`src/rtl/nsd_pkg.sv`:
```
package nsd_pkg;
    localparam int FIELD_W    = 64;
    localparam int FIELD_CNT  = 4;
    localparam int FIELD_IW   = $clog2(FIELD_CNT);
    localparam int LINE_LOG2  = 6;
    localparam int LINE_BYTES = 1 << LINE_LOG2;

    localparam int FLD_OPC   = 0;
    localparam int FLD_FLAGS = 1;
    localparam int FLD_TGT   = 2;
    localparam int FLD_COND  = 3;

    localparam logic [FIELD_W-1:0] OPC_JZ  = 64'd1;
    localparam logic [FIELD_W-1:0] OPC_JNZ = 64'd2;
    localparam int FLAG_TGT_BIT  = 0;
    localparam int FLAG_COND_BIT = 1;

    typedef logic [FIELD_CNT-1:0][FIELD_W-1:0] fields_t;

    typedef struct packed {
        logic                hold;
        logic                inv;
        logic [FIELD_IW-1:0] sel;
        logic [3:0]          nib;
    } ubyte_t;
endpackage

```
`src/rtl/nsd_lane.sv`:
```
module nsd_lane
    import nsd_pkg::*;
#(
    parameter int PC_W     = 32,
    parameter int SIZE_W   = 7,
    parameter int MAX_SIZE = 64
) (
    input  logic                         en_i,
    input  logic [PC_W-LINE_LOG2-1:0]    bnd_line_i,
    input  logic [LINE_BYTES*8-1:0]      line_data_i,
    input  logic [PC_W-1:0]              pc_i,
    input  logic [SIZE_W-1:0]            size_i,
    input  fields_t                      fields_i,
    input  logic                         done_i,
    output logic [PC_W-1:0]              pc_o,
    output logic [SIZE_W-1:0]            size_o,
    output fields_t                      fields_o,
    output logic                         done_o
);
    logic [LINE_LOG2-1:0] off;
    ubyte_t               ub;
    logic                 take;
    logic [FIELD_W-1:0]   cur;

    always_comb begin
        off  = pc_i[LINE_LOG2-1:0];
        ub   = ubyte_t'(line_data_i[{off, 3'b000} +: 8]);
        take = en_i && !done_i && (size_i < SIZE_W'(MAX_SIZE))
               && (pc_i[PC_W-1:LINE_LOG2] == bnd_line_i);
        pc_o     = pc_i;
        size_o   = size_i;
        fields_o = fields_i;
        done_o   = done_i;
        cur      = fields_i[ub.sel];
        if (ub.inv) begin
            cur = ~cur;
        end
        if (take) begin
            fields_o[ub.sel] = {cur[FIELD_W-5:0], ub.nib};
            pc_o             = pc_i + PC_W'(1);
            size_o           = size_i + SIZE_W'(1);
            done_o           = !ub.hold;
        end
    end
endmodule

```
`src/rtl/nsd_jump_pred.sv`:
```
module nsd_jump_pred
    import nsd_pkg::*;
#(
    parameter int PC_W = 32
) (
    input  logic [FIELD_W-1:0] opc_i,
    input  logic [1:0]         flags_i,
    input  logic [PC_W-1:0]    target_i,
    input  logic [FIELD_W-1:0] cond_i,
    input  logic [PC_W-1:0]    lin_pc_i,
    output logic               redirect_o,
    output logic               unpred_o
);
    logic is_jz, is_jump, tgt_known, cond_known, cond_true;

    always_comb begin
        is_jz      = (opc_i == OPC_JZ);
        is_jump    = is_jz || (opc_i == OPC_JNZ);
        tgt_known  = flags_i[FLAG_TGT_BIT];
        cond_known = flags_i[FLAG_COND_BIT];
        cond_true  = is_jz ? (cond_i == '0) : (cond_i != '0);
        redirect_o = is_jump && tgt_known
                     && (cond_known ? cond_true : (target_i < lin_pc_i));
        unpred_o   = is_jump && !tgt_known && (!cond_known || cond_true);
    end
endmodule

```
`src/rtl/nsd_decoder.sv`:
```
module nsd_decoder
    import nsd_pkg::*;
#(
    parameter int PC_W     = 32,
    parameter int GEN_W    = 4,
    parameter int LANES    = 4,
    parameter int MAX_SIZE = 64
) (
    input  logic                           clk_i,
    input  logic                           rst_ni,
    input  logic                           rs_valid_i,
    input  logic [GEN_W-1:0]               rs_gen_i,
    input  logic [PC_W-1:0]                rs_pc_i,
    input  logic [PC_W-LINE_LOG2-1:0]      rs_from_line_i,
    input  logic                           bnd_valid_i,
    input  logic [GEN_W-1:0]               bnd_gen_i,
    input  logic [PC_W-LINE_LOG2-1:0]      bnd_line_i,
    input  logic [PC_W-LINE_LOG2-1:0]      bnd_next_line_i,
    input  logic [LINE_BYTES*8-1:0]        bnd_data_i,
    output logic                           bnd_pop_o,
    output logic                           inst_valid_o,
    input  logic                           inst_ready_i,
    output logic [GEN_W-1:0]               inst_gen_o,
    output logic [FIELD_CNT*FIELD_W-1:0]   inst_fields_o,
    output logic [PC_W-1:0]                inst_lin_pc_o,
    output logic                           inst_pred_ok_o,
    output logic [PC_W-1:0]                inst_pred_pc_o,
    output logic                           fr_valid_o,
    output logic [GEN_W-1:0]               fr_gen_o,
    output logic [PC_W-LINE_LOG2-1:0]      fr_line_o,
    output logic [PC_W-LINE_LOG2-1:0]      fr_prev_line_o
);
    localparam int SIZE_W = $clog2(MAX_SIZE + 1);
    localparam int LA_W   = PC_W - LINE_LOG2;

    typedef struct packed {
        logic [PC_W-1:0]   pc;
        logic [SIZE_W-1:0] size;
        fields_t           fields;
        logic [GEN_W-1:0]  gen_up;
        logic [GEN_W-1:0]  gen_dn;
        logic              o_valid;
        logic [GEN_W-1:0]  o_gen;
        fields_t           o_fields;
        logic [PC_W-1:0]   o_lin;
        logic              o_ok;
        logic [PC_W-1:0]   o_pred;
        logic              f_valid;
        logic [GEN_W-1:0]  f_gen;
        logic [LA_W-1:0]   f_line;
        logic [LA_W-1:0]   f_prev;
    } state_t;

    state_t q, d;

    logic [PC_W-1:0]   pc_c   [LANES+1];
    logic [SIZE_W-1:0] size_c [LANES+1];
    fields_t           fld_c  [LANES+1];
    logic              done_c [LANES+1];

    logic            can_wr, gen_ok, stalled, lane_en;
    logic            redirect, unpred;
    logic [LA_W-1:0] line_now;
    logic [PC_W-1:0] tgt;

    assign can_wr  = !q.o_valid || inst_ready_i;
    assign gen_ok  = (bnd_gen_i == q.gen_up);
    assign stalled = (q.size >= SIZE_W'(MAX_SIZE));
    assign lane_en = bnd_valid_i && !rs_valid_i && gen_ok && can_wr;

    assign pc_c[0]   = q.pc;
    assign size_c[0] = q.size;
    assign fld_c[0]  = q.fields;
    assign done_c[0] = 1'b0;

    for (genvar l = 0; l < LANES; l++) begin : g_lane
        nsd_lane #(
            .PC_W    (PC_W),
            .SIZE_W  (SIZE_W),
            .MAX_SIZE(MAX_SIZE)
        ) lane_i (
            .en_i       (lane_en),
            .bnd_line_i (bnd_line_i),
            .line_data_i(bnd_data_i),
            .pc_i       (pc_c[l]),
            .size_i     (size_c[l]),
            .fields_i   (fld_c[l]),
            .done_i     (done_c[l]),
            .pc_o       (pc_c[l+1]),
            .size_o     (size_c[l+1]),
            .fields_o   (fld_c[l+1]),
            .done_o     (done_c[l+1])
        );
    end

    assign tgt = fld_c[LANES][FLD_TGT][PC_W-1:0];

    nsd_jump_pred #(.PC_W(PC_W)) pred_i (
        .opc_i     (fld_c[LANES][FLD_OPC]),
        .flags_i   (fld_c[LANES][FLD_FLAGS][1:0]),
        .target_i  (tgt),
        .cond_i    (fld_c[LANES][FLD_COND]),
        .lin_pc_i  (pc_c[LANES]),
        .redirect_o(redirect),
        .unpred_o  (unpred)
    );

    always_comb begin
        d         = q;
        d.f_valid = 1'b0;
        bnd_pop_o = 1'b0;
        line_now  = q.pc[PC_W-1:LINE_LOG2];
        if (q.o_valid && inst_ready_i) begin
            d.o_valid = 1'b0;
        end
        if (rs_valid_i) begin
            d.gen_dn  = rs_gen_i;
            d.pc      = rs_pc_i;
            d.size    = '0;
            d.fields  = '0;
            d.gen_up  = q.gen_up + GEN_W'(1);
            d.f_valid = 1'b1;
            d.f_gen   = q.gen_up + GEN_W'(1);
            d.f_line  = rs_pc_i[PC_W-1:LINE_LOG2];
            d.f_prev  = rs_from_line_i;
        end else if (!stalled && bnd_valid_i) begin
            d.pc     = pc_c[LANES];
            d.size   = size_c[LANES];
            d.fields = fld_c[LANES];
            if (done_c[LANES]) begin
                d.o_valid  = 1'b1;
                d.o_gen    = q.gen_dn;
                d.o_fields = fld_c[LANES];
                d.o_lin    = pc_c[LANES];
                d.o_ok     = !unpred;
                d.o_pred   = redirect ? tgt : pc_c[LANES];
                d.pc       = redirect ? tgt : pc_c[LANES];
                d.size     = unpred ? SIZE_W'(MAX_SIZE) : '0;
                d.fields   = '0;
            end
            line_now = d.pc[PC_W-1:LINE_LOG2];
            if (gen_ok && (bnd_line_i != line_now) && (bnd_next_line_i != line_now)) begin
                d.gen_up  = q.gen_up + GEN_W'(1);
                d.f_valid = 1'b1;
                d.f_gen   = q.gen_up + GEN_W'(1);
                d.f_line  = line_now;
                d.f_prev  = bnd_line_i;
            end
            bnd_pop_o = !gen_ok || (bnd_line_i != line_now);
        end
    end

    always_ff @(posedge clk_i) begin
        if (!rst_ni) begin
            q <= '0;
        end else begin
            q <= d;
        end
    end

    assign inst_valid_o   = q.o_valid;
    assign inst_gen_o     = q.o_gen;
    assign inst_fields_o  = q.o_fields;
    assign inst_lin_pc_o  = q.o_lin;
    assign inst_pred_ok_o = q.o_ok;
    assign inst_pred_pc_o = q.o_pred;
    assign fr_valid_o     = q.f_valid;
    assign fr_gen_o       = q.f_gen;
    assign fr_line_o      = q.f_line;
    assign fr_prev_line_o = q.f_prev;
endmodule

```
`config.mk`:
```
export PLATFORM = sky130hd
export DESIGN_NAME = nsd_decoder
export DESIGN_NICKNAME = d
export VERILOG_FILES = /design/src/rtl/nsd_pkg.sv /design/src/rtl/nsd_lane.sv /design/src/rtl/nsd_jump_pred.sv /design/src/rtl/nsd_decoder.sv
export SDC_FILE = /design/constraint.sdc
export NUM_CORES = 2
export LEC_CHECK = 0
export BUFFER_PORTS_ARGS = -buffer_cell sky130_fd_sc_hd__buf_2
export CAP_MARGIN = 0
export CORE_ASPECT_RATIO = 0.6
export CORE_MARGIN = 2
export CORE_UTILIZATION = 45
export DETAILED_ROUTE_END_ITERATION = 7
export MAX_ROUTING_LAYER = met4
export PLACE_DENSITY = 0.67
export REMOVE_ABC_BUFFERS = 1
export SETUP_SLACK_MARGIN = 0.1
export SYNTH_ARGS = -nofsm -noshare
export SYNTH_HDL_FRONTEND = slang
export SYNTH_HIERARCHICAL = 1
export SYNTH_SLANG_ARGS = --single-unit
```
`constraint.sdc`:
```
create_clock -name clk_i -period 17.4 [get_ports clk_i]
set_input_delay 1.74 -clock clk_i [delete_from_list [all_inputs] [get_ports clk_i]]
set_output_delay 1.74 -clock clk_i [all_outputs]
set_load 0.005 [all_outputs]
```
# --- Yosys cells after proc, flatten, opt, wreduce, memory -nomap -nowiden ---
# Index checks and enable logic that the tools add are counted.
word_totals:
  regBits: 686
  output_inout_bits: 384
  elab_cells: 172
classes:
  add_sub_neg: 9
  magnitude_cmp: 14
  n_eq_ne: 9
  n_shift: 4
  muxes: 58
  bitwise: 6
  n_reduce_logical: 51
ops:
  columns: ["operator", "count"]
  rows:
  - ["512-bit by 10-bit indexed part select with 8-bit output", 4]
  - ["256-bit bitwise mux", 4]
  - ["256-bit two-way mux", 4]
  - ["295-bit two-way mux", 3]
  - ["326-bit two-way mux", 2]
  - ["299-bit two-way mux", 2]
  - ["64-bit binary-select mux with 2-bit select", 4]
  - ["64-bit demux with 2-bit select", 4]
  - ["60-bit two-way mux", 8]
  - ["383-bit two-way mux", 1]
  - ["64-bit two-way mux", 4]
  - ["60-bit inverter", 4]
  - ["32-bit two-way mux", 5]
  - ["32-bit by 1-bit adder with 32-bit output, second input constant", 4]
  - ["57-bit two-way mux", 2]
  - ["26-bit == test", 4]
  - ["64-bit by 1-bit == test with 1-bit output, second input constant", 1]
  - ["64-bit by 2-bit == test with 1-bit output, second input constant", 1]
  - ["64-bit logical NOT", 1]
  - ["64-bit nonzero test", 1]
  - ["26-bit != test", 2]
  - ["7-bit two-way mux", 5]
  - ["32-bit less-than comparator", 1]
  - ["7-bit by 1-bit adder with 7-bit output, second input constant", 4]
  - ["other kinds (16)", 76]

# --- Longest topological paths before layout ---
logic_depth:
  ltp_word: 40
  ltp_mapped: 59

# --- Modules after synthesis ---
# The synthesis kept the hierarchy.
modules_own_cells:
  columns: ["module", "n_inst", "cells_per_inst", "area_per_inst_um2", "seq_area_each_um2"]
  rows:
  - ["nsd_lane at g_lane[0].lane_i ...", 3, 976, 10782.8, 0.0]
  - ["nsd_decoder", 1, 3722, 31003.5, 13733.2]
  - ["nsd_lane at g_lane[3].lane_i", 1, 991, 10757.8, 0.0]
  - ["nsd_jump_pred", 1, 163, 1144.8, 0.0]

# --- Least setup slack after synthesis ---
# OpenSTA, ideal clock, no wires.
synth_path:
  kind: "input -> output"
  from: "in bnd_gen_i[1]"
  to: "out bnd_pop_o"
  arrival_ns: 15.103
  required_time_ns: 15.660
  setup_slack_ns: 0.557
  cell_stages: 51
  path_cell_list: "xor2_1 > nor4_1 > nor4bb_1 > nor4b_1 > nand4_1 > or4_1 > clkbuf_1 > nor3_2 > nand2_1 > xnor2_1 > xor2_1 > nor4b_1 > nand4_1 > or4_1 > clkbuf_1 > nor3_2 > nand2_1 > xnor2_1 > (+15 left out) > buf_6 > mux2_4 > or4_1 > nor2_1 > nand3_1 > or4_4 > a2111oi_4 > o2111a_1 > and2_1 > buf_2 > buf_4 > mux2i_1 > o22ai_1 > a2111oi_1 > and4_1 > buf_4 > buf_2 > a211oi_1"
synth_rtl:
  columns: ["item", "line", "source"]
  rows:
  - ["from (decl)", "nsd_decoder.sv:16", "input logic [GEN_W-1:0] bnd_gen_i,"]
  - ["to (decl)", "nsd_decoder.sv:20", "output logic bnd_pop_o,"]

==> summary.md <==
| Metric | Value |
|---|---|
| Min-delay worst type | `reg -> reg` |
| Worst-path clk slew | `roughly 0.060 ns` |
| Worst hold slack | `around 0.45 ns` |
| Most frequent CP cell | `buf_4` |
| Largest cells by area after synthesis | `dfxtp_1 (18%), mux4_2 (14%), mux2_2 (14%)` |
| Setup WS pre-CTS | `-1.05 ns` |
| Share of cells above drive strength 1 | `38.6%` |
| Vias | `66941` |
| Startpoint Class | `input pin` |
| Clock root buffer | `clkbuf_16` |
| Vias in the first global route | `63971` |
| Top-area cell type share of the netlist area | `18.2%` |
| I/O pins | `1019` |
| Async SR Flop Fraction | `0%` |
| Headroom to the max-slew limit | `14.4%` |
| First-pass GRT wire length | `458000 um` |
| Sw Share | `between 30% and 40%` |
| H-tree Lvls | `3` |
| Switching pwr | `1790 uW` |
| Setup Skew | `0.0695 ns` |
| Die area | `171000 um^2` |
| CORE AREA | `166000 um^2` |
| Max Cap Violations | `0` |
| WP data arrival | `about 15 ns` |
| Final wirelength | `320000 um` |
| PortBufs | `1018` |
| Fin. Hold Viols | `0` |
| Setup CP Type | `in -> out` |
| Comb pwr share | `34.1%` |
| Largest net degree at the start of global routing | `147` |
| Final Cycle Share | `between 90% and 100%` |
| Slew Viols, Final | `0` |
| Final worst slack | `approximately 0.55 ns` |
| Minimum clock period | `around 17 ns` |
| Slowest library cell on the worst path | `or4_4` |
| DP Area | `80400 um^2` |
| Number of synthesized flops with an enable pin | `0` |
| CP max FO | `12` |
| R2R depth | `56` |
| Gr ovfl total | `0` |
| Leak pwr | `0.0310 uW` |
| Syn avg cell area | `just under 10 um^2` |
| Register area share after synthesis | `~18%` |
| DRT Pass-1 Iters | `8` |
| Actual slew at the worst max-slew pin | `between 1 and 1.5 ns` |
| DRC | `0` |
| RSZ-0062 raised after global routing | `no` |
| Die W | `roughly 530 um` |
| Max VDD drop | `between 0.06 and 0.07 mV` |
| Main synth FF type | `dfxtp_1` |
| Clk buf depth | `3` |
| Fin area | `approximately 84000 um^2` |
| Initial antenna violation count | `114` |
| Yosys top cell by area | `dfxtp_1` |
| 1st-iter DRT viols | `8000` |
| CP required | `between 15 and 20 ns` |
| CTS Buf Count | `75` |
| Starting density of the core | `45.2%` |
| Post-synth cell types | `90` |
| Worst skew pair latency | `0.73 ns` |
| Nets@finish | `8943` |
| Core Rows | `116` |
| # setup viols final | `0` |
| Pwr dens | `between 60 and 70 nW/um^2` |
| Reg power frac | `31.2%` |
| Tot GR Track Use | `36.9%` |
| Post-route ant nets | `0` |
| Min-Delay Path Depth | `2` |
| Dpl hpwl | `between 200000 and 250000 um` |
| Clock power share | `34.7%` |
| CTS tree | `done` |
| Setup TNS | `0 ns` |
| Layout area overhead | `11.5%` |
| Routed wire per std cell | `~30 um` |
| Top cells by instance count after synthesis | `xnor2_1 (1121), nand2_1 (1007), mux2_2 (931)` |
| Vias per std cell | `6.27` |
| GPL Wtd Cong | `1.21` |
| Clock Sinks | `686` |
| Warnings from Yosys | `6` |
| Status | `finished, final reports clean` |
| Die height | `321 um` |
| Power Internal | `3400 uW` |
| Crit. End Element | `output port` |
| Synth Cell Area | `roughly 75000 um^2` |
| Count leader, synth | `xnor2_1` |
| Layout Utilization | `50.4%` |
| Max Fclk | `59.4 MHz` |
| Max incr delay on CP | `0.67 ns` |
| Post-Synthesis Cells | `~7800` |
| Synth Register Bits | `686` |
-- cell families (layout without fill, tap and decap cells) --
logic type / count (synthesis) / in the layout / share of synthesized area [%]
AND/OR/NAND/NOR: 1818 / 1820 / 12.0
other: 1 / 113 / 0.00498
adder cells (fa/ha/maj): 40 / 40 / 0.665
buffers and inverters: 1176 / 1696 / 9.42
XOR/XNOR: 1260 / 1260 / 14.7
multiplexers: 1761 / 1761 / 35.5
AO/OA/AOI/OAI: 1062 / 1062 / 9.55
flip-flops: 686 / 686 / 18.2
-- registers in the layout (all words and copies together), names as in the netlist --
signal and cells:
fld_c 256, fr_gen_o 4, fr_valid_o 1, inst_pred_pc_o 32
pc_c 32, q 15, fr_line_o 26, inst_pred_ok_o 1
inst_valid_o 1, fr_prev_line_o 26, inst_fields_o 256, inst_lin_pc_o 32
inst_gen_o 4
-- worst max-delay path, delay by kind of cell --
| family | cells | cell delay, ns |
|---|---|---|
| and+or+nand+nor | 24 | 7.00 |
| buffers and inverters | 15 | 2.65 |
| AOI/OAI and AO/OA | 6 | 1.58 |
| xor gates and xnor gates | 7 | 1.05 |
| muxes | 3 | 1.02 |
-- layout make-up --
type,instances,area [um^2]
fillers,15434,82600
multi-input cells,5945,55000
flip-flops and latches,686,13700
repair buffers,1461,9000
well taps,2242,2810
clock buffers,97,2150
clock inverters,39,527
inverters,99,372
diodes,111,278
-- layout by cell type (no fill, tap or decap), types with 70 or more instances in the layout --
cell       Yosys  routed
xnor2_1     1121    1101
buf_2        180    1016
nand2_1     1007    1002
mux2_2       931     931
dfxtp_1      686     682
mux4_2       472     472
buf_4        491     401
a21oi_1      337     336
a21boi_0     293     293
nand3b_1     258     258
mux2i_1      169     169
xor2_1       139     136
nand3_1      117     114
diode_2        0     111
mux2_4        96      96
mux4_1        93      93
inv_1         89      88
nor2_1        84      82
clkbuf_16      0      80
a22oi_1       70      70
-- per-stage QoR --
step	instances	power, uW
global placement	10412	3320
CTS	10549	5150
detailed placement	10412	3340
floorplan	6728	3190
finish	10680	5190
global route	10665	5360
-- power groups by stage --
stage	registers, uW	clock network [uW]	logic (uW)
floorplan	1650	0	1530
global placement	1650	0	1670
detailed placement	1650	0	1690
CTS	1620	1830	1710
global route	1620	1890	1850
finish	1620	1800	1770
-- worst paths after layout --
path	startpoint	to	slack [ns]
worst max-delay path	bnd_gen_i[2]	bnd_pop_o	0.55
worst min-delay path	fld_c[1087]$_SDFFE_PP0P_	fld_c[1087]$_SDFFE_PP0P_	0.45
worst max register to register	q[389]$_SDFFE_PN0P_	fr_gen_o[1]$_SDFFE_PN0P_	2.79
worst min register to register	fld_c[1087]$_SDFFE_PP0P_	fld_c[1087]$_SDFFE_PP0P_	0.45
-- layer usage --
metal | GRT usage, % | wire [um] | vias up | part of all wire (%)
li1 | - | - | 28972 | -
met1 | 49.3 | 135000 | 33343 | 42
met2 | 51.5 | 135000 | 3966 | 42
met3 | 11.0 | 37100 | 660 | 12
met4 | 15.1 | 13600 | 0 | 4.2
met5 | - | 0 | - | 0
-- repair_timing --
action / 4_1_cts / 5_1_grt
gates cloned: 1 / 4
setup buffers: 0 / 16
gates resized for setup: 12 / 43
endpoints found under the setup margin: 1 / 1
hold buffers: 0 / 0
hold endpoints to repair: 0 / 0
pin swaps: 1 / 18
No activity file was read; power rests on OpenSTA's default activity.
